$ cat src/rtl/irq_agg_pkg.sv
package irq_agg_pkg;

    localparam int ADDR_W = 3;

    typedef enum logic [1:0] {
        TRIG_RISE  = 2'b00,
        TRIG_FALL  = 2'b01,
        TRIG_LEVEL = 2'b10,
        TRIG_RSVD  = 2'b11
    } trig_e;

    typedef enum logic [1:0] {
        POL_HIGH     = 2'b00,
        POL_LOW      = 2'b01,
        POL_OD_LOW   = 2'b10,
        POL_HIGH_ALT = 2'b11
    } pol_e;

    localparam logic [ADDR_W-1:0] ADDR_MASK    = 3'd0;
    localparam logic [ADDR_W-1:0] ADDR_CODE_HI = 3'd1;
    localparam logic [ADDR_W-1:0] ADDR_CODE_LO = 3'd2;
    localparam logic [ADDR_W-1:0] ADDR_POL     = 3'd3;
    localparam logic [ADDR_W-1:0] ADDR_STAT    = 3'd4;

    typedef struct packed {
        logic level;
        logic drive_en;
    } pin_t;

    function automatic trig_e trig_of(input logic hi, input logic lo);
        return trig_e'({hi, lo});
    endfunction

    function automatic pin_t drive_pin(input pol_e pol, input logic active);
        pin_t p;
        case (pol)
            POL_LOW:    begin p.level = ~active; p.drive_en = 1'b1;   end
            POL_OD_LOW: begin p.level = 1'b0;    p.drive_en = active; end
            default:    begin p.level = active;  p.drive_en = 1'b1;   end
        endcase
        return p;
    endfunction

endpackage

$ cat src/rtl/irq_cfg_regs.sv
module irq_cfg_regs
    import irq_agg_pkg::*;
#(
    parameter int N_SRC = 8
) (
    input  logic                clk,
    input  logic                rst,
    input  logic                wr_en,
    input  logic [ADDR_W-1:0]   addr,
    input  logic [N_SRC-1:0]    wdata,
    output logic [N_SRC-1:0]    mask_o,
    output logic [N_SRC-1:0]    code_hi_o,
    output logic [N_SRC-1:0]    code_lo_o,
    output pol_e                pol_o
);

    always_ff @(posedge clk) begin
        if (rst) begin
            mask_o    <= '0;
            code_hi_o <= '0;
            code_lo_o <= '0;
            pol_o     <= POL_HIGH;
        end else if (wr_en) begin
            case (addr)
                ADDR_MASK:    mask_o    <= wdata;
                ADDR_CODE_HI: code_hi_o <= wdata;
                ADDR_CODE_LO: code_lo_o <= wdata;
                ADDR_POL:     pol_o     <= pol_e'(wdata[1:0]);
                default:      ;
            endcase
        end
    end

endmodule

$ cat src/rtl/irq_edge_detect.sv
module irq_edge_detect
    import irq_agg_pkg::*;
#(
    parameter int N_SRC = 8
) (
    input  logic             clk,
    input  logic             rst,
    input  logic [N_SRC-1:0] cond_i,
    input  logic [N_SRC-1:0] mask_i,
    input  logic [N_SRC-1:0] code_hi_i,
    input  logic [N_SRC-1:0] code_lo_i,
    output logic [N_SRC-1:0] cur_o,
    output logic [N_SRC-1:0] prev_o,
    output logic [N_SRC-1:0] evt_o,
    output logic [N_SRC-1:0] level_o
);

    always_ff @(posedge clk) begin
        if (rst) begin
            cur_o  <= '0;
            prev_o <= '0;
        end else begin
            cur_o  <= cond_i;
            prev_o <= cur_o;
        end
    end

    for (genvar i = 0; i < N_SRC; i++) begin : g_src
        trig_e mode_w;
        logic  raw_w;
        assign mode_w = trig_of(code_hi_i[i], code_lo_i[i]);

        always_comb begin
            case (mode_w)
                TRIG_RISE: raw_w = cur_o[i] & ~prev_o[i];
                TRIG_FALL: raw_w = ~cur_o[i] & prev_o[i];
                default:   raw_w = 1'b0;
            endcase
        end

        assign evt_o[i]   = raw_w & mask_i[i];
        assign level_o[i] = (mode_w == TRIG_LEVEL) & cur_o[i] & mask_i[i];
    end

endmodule

$ cat src/rtl/irq_status_latch.sv
module irq_status_latch #(
    parameter int N_SRC = 8
) (
    input  logic             clk,
    input  logic             rst,
    input  logic [N_SRC-1:0] evt_i,
    input  logic             clr_i,
    input  logic [N_SRC-1:0] level_i,
    output logic [N_SRC-1:0] latched_o,
    output logic [N_SRC-1:0] status_o
);

    logic [N_SRC-1:0] keep_w;

    assign keep_w = clr_i ? '0 : latched_o;

    always_ff @(posedge clk) begin
        if (rst) latched_o <= '0;
        else     latched_o <= keep_w | evt_i;
    end

    assign status_o = latched_o | level_i;

endmodule

$ cat src/rtl/irq_aggregator.sv
module irq_aggregator
    import irq_agg_pkg::*;
#(
    parameter int N_SRC = 8
) (
    input  logic              clk,
    input  logic              rst,
    input  logic [N_SRC-1:0]  cond_i,
    input  logic              wr_en,
    input  logic              rd_en,
    input  logic [ADDR_W-1:0] addr,
    input  logic [N_SRC-1:0]  wdata,
    output logic [N_SRC-1:0]  rdata,
    output logic              irq_o,
    output logic              irq_oe
);

    logic [N_SRC-1:0] mask_q, code_hi_q, code_lo_q;
    pol_e             pol_q;
    logic [N_SRC-1:0] cond_cur, cond_prev, evt_w, level_w;
    logic [N_SRC-1:0] latched_q, status_w;
    logic             stat_clr, active_w;
    pin_t             pin_w;

    irq_cfg_regs #(.N_SRC(N_SRC)) u_cfg (
        .clk(clk), .rst(rst), .wr_en(wr_en), .addr(addr), .wdata(wdata),
        .mask_o(mask_q), .code_hi_o(code_hi_q), .code_lo_o(code_lo_q), .pol_o(pol_q)
    );

    irq_edge_detect #(.N_SRC(N_SRC)) u_det (
        .clk(clk), .rst(rst), .cond_i(cond_i), .mask_i(mask_q),
        .code_hi_i(code_hi_q), .code_lo_i(code_lo_q),
        .cur_o(cond_cur), .prev_o(cond_prev), .evt_o(evt_w), .level_o(level_w)
    );

    assign stat_clr = rd_en && (addr == ADDR_STAT);

    irq_status_latch #(.N_SRC(N_SRC)) u_stat (
        .clk(clk), .rst(rst), .evt_i(evt_w), .clr_i(stat_clr),
        .level_i(level_w), .latched_o(latched_q), .status_o(status_w)
    );

    always_comb begin
        rdata = '0;
        case (addr)
            ADDR_MASK:    rdata = mask_q;
            ADDR_CODE_HI: rdata = code_hi_q;
            ADDR_CODE_LO: rdata = code_lo_q;
            ADDR_POL:     rdata[1:0] = pol_q;
            ADDR_STAT:    rdata = status_w;
            default:      rdata = '0;
        endcase
    end

    assign active_w = |(status_w & mask_q);
    assign pin_w    = drive_pin(pol_q, active_w);
    assign irq_o    = pin_w.level;
    assign irq_oe   = pin_w.drive_en;

endmodule

$ cat config.mk
export PLATFORM = sky130hd
export DESIGN_NAME = irq_aggregator
export DESIGN_NICKNAME = d
export VERILOG_FILES = /design/src/rtl/irq_agg_pkg.sv /design/src/rtl/irq_cfg_regs.sv /design/src/rtl/irq_edge_detect.sv /design/src/rtl/irq_status_latch.sv /design/src/rtl/irq_aggregator.sv
export SDC_FILE = /design/constraint.sdc
export NUM_CORES = 1
export LEC_CHECK = 0
export ABC_AREA = 1
export ABC_CLOCK_PERIOD_IN_PS = 870
export BUFFER_PORTS_ARGS = -buffer_cell sky130_fd_sc_hd__buf_4
export CAP_MARGIN = 20
export CORE_MARGIN = 5
export CORE_UTILIZATION = 51
export DETAILED_ROUTE_END_ITERATION = 12
export PLACE_DENSITY = 0.75
export SYNTH_ARGS = -nofsm -noshare
export SYNTH_HDL_FRONTEND = slang
export SYNTH_SLANG_ARGS = --single-unit
$ cat constraint.sdc
create_clock -name clk -period 0.87 [get_ports clk]
set_input_delay 0.0435 -clock clk [delete_from_list [all_inputs] [get_ports clk]]
set_output_delay 0.0435 -clock clk [all_outputs]
set_load 0.02 [all_outputs]
-- Yosys cells after proc, flatten, opt, wreduce, memory -nomap -nowiden
Cells that the tools add are included.
- register bits after elaboration: 50
- bits of input ports: 23
- output and inout bits: 10
- word-level logic and storage cells: 116
- equal/unequal tests: 22
- mux-type cells: 12
- bitwise logic cells: 60
- reductions and logical operators: 15
- operators with widths (operator ; number):
    1-bit AND ; 40
    6-bit one-hot mux with 4 select lines ; 1
    2-bit by 1-bit equality test with 1-bit output (second input constant) ; 9
    2-bit equality test (second input constant) ; 9
    1-bit NOT ; 17
    2-bit logical NOT ; 8
    8-bit bitwise OR ; 2
    1-bit one-hot mux with 2 select lines ; 8
    2-bit one-hot mux with 5 select lines ; 1
    8-bit AND ; 1
    8-bit 2-to-1 mux ; 1
    2-bit AND reduction ; 4
    8-bit OR reduction ; 1
    3-bit by 2-bit equality test with 1-bit output (second input constant) ; 2
    2-bit one-hot mux with 2 select lines ; 1
    3-bit by 1-bit equality test with 1-bit output (second input constant) ; 1
    3-bit equality test (second input constant) ; 1
    3-bit logical NOT ; 1
    1-bit logical AND ; 1

-- Depth between registers and ports, before layout
- word-level depth: 8
- mapped depth: 10
- gate-level depth less buffers: 10

-- Cells and area by module
From an unflattened synthesis, not the netlist that was laid out.
- cells, all modules: 429
- area, all modules: 2693.8 sq um
- by module, submodules not included (module ; times used ; cells an instance ; area an instance (sq um)):
    irq_cfg_regs ; 1 ; 161 ; 1131.1
    irq_edge_detect ; 1 ; 138 ; 814.5
    irq_aggregator ; 1 ; 88 ; 396.6
    irq_status_latch ; 1 ; 42 ; 351.6

-- Worst setup path after synthesis
Ideal clock, no wire load.
- path type: register to output
- from: register u_cfg.pol_o[0]
- to: output irq_o
- arrival time: 1.028 ns
- required time: 0.826 ns
- setup slack: -0.201 ns
- stages on the path, launching flop included: 6
- path buffers: 0
- path through: dfxtp_1 > inv_1 > ha_1 > nor2_1 > nand3_1 > nand2_1
- cells in the longest elaborated chain, start to end: 2
- ends and longest elaborated chain (element ; line ; text):
    start: declaration ; irq_cfg_regs.sv:14 ; output pol_e pol_o
    start signal: assignment ; irq_cfg_regs.sv:28 ; ADDR_POL: pol_o <= pol_e'(wdata[1:0]);
    2-bit equality test or 2-bit by 1-bit equality test with 1-bit output (tied branches) ; irq_agg_pkg.sv:36 ; case (pol)
    2-bit one-hot mux with 2 select lines (*) ; irq_agg_pkg.sv:36 ;
    end: declaration ; irq_aggregator.sv:14 ; output logic irq_o,
Mark *: on every way between the ends. The rest lies on a longest branch, timed or not.

-- Worst setup path in the final report
- from: register u_cfg.code_lo_o[1]
- to: output irq_oe
- cells in the longest elaborated chain, start to end: 7
- ends and longest elaborated chain (element ; line ; text):
    start: declaration ; irq_cfg_regs.sv:13 ; output logic [N_SRC-1:0] code_lo_o,
    start signal: assignment ; irq_cfg_regs.sv:27 ; ADDR_CODE_LO: code_lo_o <= wdata;
    2-bit equality test ; irq_edge_detect.sv:42 ; assign level_o[i] = (mode_w == TRIG_LEVEL) & cur_o[i] & mask_i[i];
    1-bit AND (2 in a row) ; irq_edge_detect.sv:42 ;
    8-bit bitwise OR ; irq_status_latch.sv:22 ; assign status_o = latched_o | level_i;
    8-bit AND ; irq_aggregator.sv:55 ; assign active_w = |(status_w & mask_q);
    8-bit OR reduction ; irq_aggregator.sv:55 ;
    2-bit one-hot mux with 2 select lines ; irq_agg_pkg.sv:36 ;
    end: declaration ; irq_aggregator.sv:15 ; output logic irq_oe
No other way between the ends.

==> metrics.log <==
INFO  metric clockRootBuffer = clkbuf_8
INFO  metric worst-setup-path-type = reg -> out
INFO  metric use_met2 = between 40 and 50%
INFO  metric ys_top_cells_by_count = 62 x nand2_1, 52 x nor2_1, 50 x dfxtp_1
INFO  metric fp.dieW = just under 80 µm
INFO  metric postLayoutCellArea = around 0.0036 mm²
INFO  metric combPwrFrac = approximately 15%
INFO  metric drt-vias-per-instance = 5.225
INFO  metric vdd.ir_drop.worst = between 1 and 1.5 mV
INFO  metric synth-async-reset-ratio = 0%
INFO  metric route.final.wire_length = roughly 6700 µm
INFO  metric count_leader_synth = nand2_1
INFO  metric drv_cap = 0
INFO  metric unrepaired_setup_endpoints_after_global_routing = yes
INFO  metric postSynthRegisterBits = 50
INFO  metric max-slew-margin-rel = around 81%
INFO  metric numCtsBuffers = 5
INFO  metric clkSlewWorstSetupHoldPaths = roughly 90 ps
INFO  metric core = about 0.0044 mm²
INFO  metric drive_above_1_share = between 50% and 60%
INFO  metric crit_required = slightly above 800 ps
INFO  metric number_of_synthesized_flops_with_an_enable_pin = 0
INFO  metric min_period_over_period = 174.5%
INFO  metric dieArea = 0.006152 mm²
INFO  metric worst-path-max-fanout = 2
INFO  metric syn_to_final_growth = 52.38%
INFO  metric detailroute.via_count = around 2400
INFO  metric final_max_slew_viol_count = 0
INFO  metric outcome = complete, but fails checks
INFO  metric pin_count_of_the_biggest_net_entering_global_routing = 28
INFO  metric syn_avg_cell_area = 7.705 µm²
INFO  metric power.share.sequential = between 50% and 60%
INFO  metric die_h = approximately 80 µm
INFO  metric fin_total_pwr = 0.004821 W
INFO  metric critPathCaptureType = output port
INFO  metric min_period = roughly 1500 ps
INFO  metric dr.first_iter.drc_count = roughly 130
INFO  metric globalRoute.busiestLayer = met2
INFO  metric place_congestion = between 0.8 and 0.9
INFO  metric floorplan.rows = 24
INFO  metric worst_ep_arrival_time = between 1000 and 1500 ps
INFO  metric cts_num_sinks = 50
INFO  metric cells_after_synth = slightly above 300
INFO  metric power_leakage = 1.579 nW
INFO  metric syn_nets = around 340
INFO  metric grt_use_met3 = ~3.7%
INFO  metric tritoncts = built
INFO  metric ioPinCount = 33
INFO  metric cellPowerDensity = ~1300 mW/mm²
INFO  metric hpwl = between 4000 and 5000 µm
INFO  metric maximum_clock_path_buffer_count = 2
INFO  metric cell_with_the_biggest_individual_delay_on_the_critical_path = dfxtp_2
INFO  metric placement.io_buffers = 32
INFO  metric clock_insertion_delay_at_the_later_pin_of_the_skew_report = ~310 ps
INFO  metric setup_viol = 19
INFO  metric antenna_left = 0
INFO  metric post-place-ws = -378.9 ps
INFO  metric timing.hold.worst.class = in -> reg
INFO  metric htree_num_levels = 2
INFO  metric gr-usage-met1 = 25.00%
INFO  metric yosys_warnings = 0
INFO  metric antennaDiodeCount = 0
INFO  metric postLayoutSetupSlackWorst = -648.4 ps
INFO  metric max_slew.worst_pin.slew = between 200 and 300 ps
INFO  metric detail_route.wl_per_cell = 14.59 µm
INFO  metric number_of_cells_after_detailed_placement = approximately 440
INFO  metric hold_violations = 0
INFO  metric syn_area = 0.002389 mm²
INFO  metric post-synth-top-area-fraction = a little over two fifths
INFO  metric clock-skew-final = approximately 4.1 ps
INFO  metric netlist-cell-type-count = 26
INFO  metric critical_path.cell_chain = inv_2 > nand4_1 > nand2_1 > nand2_1 > nand2_1 > nor2_4 > nand2_2 > nand2_2 > nand2_2 > buf_6
INFO  metric synth-main-ff-cell = dfxtp_1
INFO  metric globalRouteOverflowTotal = 0
INFO  metric number_of_global_route_vias_before_repair = roughly 2400
INFO  metric synthTopCellsByArea = dfxtp_1 42%, a211oi_2 10%, nand2_1 9.7%, nor2_1 8.2%, inv_1 7.7%
INFO  metric fin_setup_tns = -5160 ps
INFO  metric yosysSeqAreaShare = a little over two fifths
INFO  metric antenna_found_initial = 0
INFO  metric biggest_area_consumer_among_synthesized_cells = dfxtp_1
INFO  metric start_util = 53.74%
INFO  metric groute.usage.overall = between 20 and 25%
INFO  metric p_clk_share = 34.2%
INFO  metric crit_family = simple AND/OR/NAND/NOR gates
INFO  metric p_switching = 0.001222 W
INFO  metric p_int = between 0.003 and 0.004 W
INFO  metric layoutNonFillerInstCount = ~460
INFO  metric timing.fmax = around 660 MHz
INFO  metric grt_pass1_wl = between 10000 and 15000 µm
INFO  metric drc = 0
INFO  metric startpoint_type = flop
INFO  metric cp_num_buf_inv = 2
INFO  metric fin_nets = 430
INFO  metric p_sw_share = approximately a quarter
INFO  metric first_pass_iters = 4
INFO  metric violations_in_the_final_reports = negative setup slack
INFO  metric delay_of_the_slowest_cell_on_the_worst_path = around 340 ps
INFO  metric post_dp_cell_area = 0.003105 mm²
final cells by class:
cell class	count	area, µm²
inverter	54	214.0
fill	283	804.5
tap	52	65.06
multi-input combinational	197	1370
clock inverter	1	30.03
clock buffer	7	76.32
timing repair buffer	97	850.8
sequential	50	1033
cells in the final DEF, fill, tap and decap left out:
cell type      Yosys  final
o2111ai_1          6      2
o221ai_2           0      3
dfxtp_4            0      1
buf_6              3     20
buf_4              0     66
nand3_4            0      1
dfxtp_2            0     23
o21bai_1           3      1
a21oi_2            0      1
a22oi_2            0      5
o21ai_2            0      9
nor3_4             1      1
o21bai_4           0      2
a21oi_1           14     13
nor2_4             1      5
nand3_1            1      1
clkinvlp_4         0      1
nand2_2            1     15
dlygate4sd3_1      0      9
nand2_4            3      6
dfxtp_1           50     26
clkbuf_1           6      2
inv_4              1      3
o2111ai_2          0      4
ha_1               2      1
nand2_1           62     45
nand4_1            4      4
o211ai_1           7      7
ha_4               0      1
inv_1             49     34
bufinv_16          0      1
a211oi_2          19     21
clkbuf_8           0      5
buf_12             0      2
inv_2              4     16
nor2_1            52     49
metal layers:
metal,share of wire (%),up-vias
met3,5.1,15
met2,52,58
met4,2.3,0
met1,40,1119
met5,0,-
li1,-,1201
cells by family (layout without fill, tap and decap cells):
family | after synthesis | after routing | share of synthesized area [%]
compound gates | 68 | 68 | 23.42
fa+ha+maj | 2 | 2 | 1.048
buf+inv | 63 | 159 | 10.95
flops | 50 | 50 | 41.91
simple gates | 127 | 127 | 22.68
state kept, by name (all words and copies together) (netlist names):
| signal | cells |
|---|---|
| u_cfg.code_hi_o | 8 |
| u_cfg.pol_o | 2 |
| u_stat.latched_o | 8 |
| u_det.prev_o | 8 |
| u_cfg.mask_o | 8 |
| u_cfg.code_lo_o | 8 |
| u_det.cur_o | 8 |
per-stage QoR:
step           hold slack, ps  util (%)
3_5_place_dp            249.8     69.88
6_report                9.290     81.90
4_1_cts                 5.682     78.01
3_3_place_gp            241.9     69.88
5_1_grt                 10.49     81.90
2_1_floorplan           150.5         -
power by group through the flow:
stage | sequential (W) | combinational [W] | clock, W
after floorplan | 0.00246 | 0.000296 | 0
after CTS | 0.00243 | 0.000682 | 0.00166
after global placement | 0.00247 | 0.000590 | 0
final | 0.00244 | 0.000735 | 0.00165
after global routing | 0.00245 | 0.000797 | 0.00174
after detailed placement | 0.00247 | 0.000607 | 0
timing repair:
item / 4_1_cts / 5_1_grt
hold endpoints to repair: 9 / 0
pin swaps: 27 / 25
resized for setup: 60 / 49
hold buffers: 9 / 0
setup buffers: 7 / 5
setup endpoints to repair: 21 / 26
final timing paths:
path                                    startpoint             endpoint  slack, ps  depth (start not counted)
worst min register to register      u_det.cur_o[0]      u_det.prev_o[0]        470                          2
worst max register to register     u_cfg.mask_o[0]  u_stat.latched_o[0]        -60                          6
worst max-delay path            u_cfg.code_lo_o[1]               irq_oe       -650                         10
worst min-delay path                      wdata[4]   u_cfg.code_hi_o[4]          9                          3
worst register-to-register path: cells and delay by family (launching register included):
kind	cells	cell delay, ps
AOI/OAI and AO/OA	2	220
buffers and inverters	3	220
and+or+nand+nor	1	80
DFF	1	350
(Power assumes the default switching activity.)
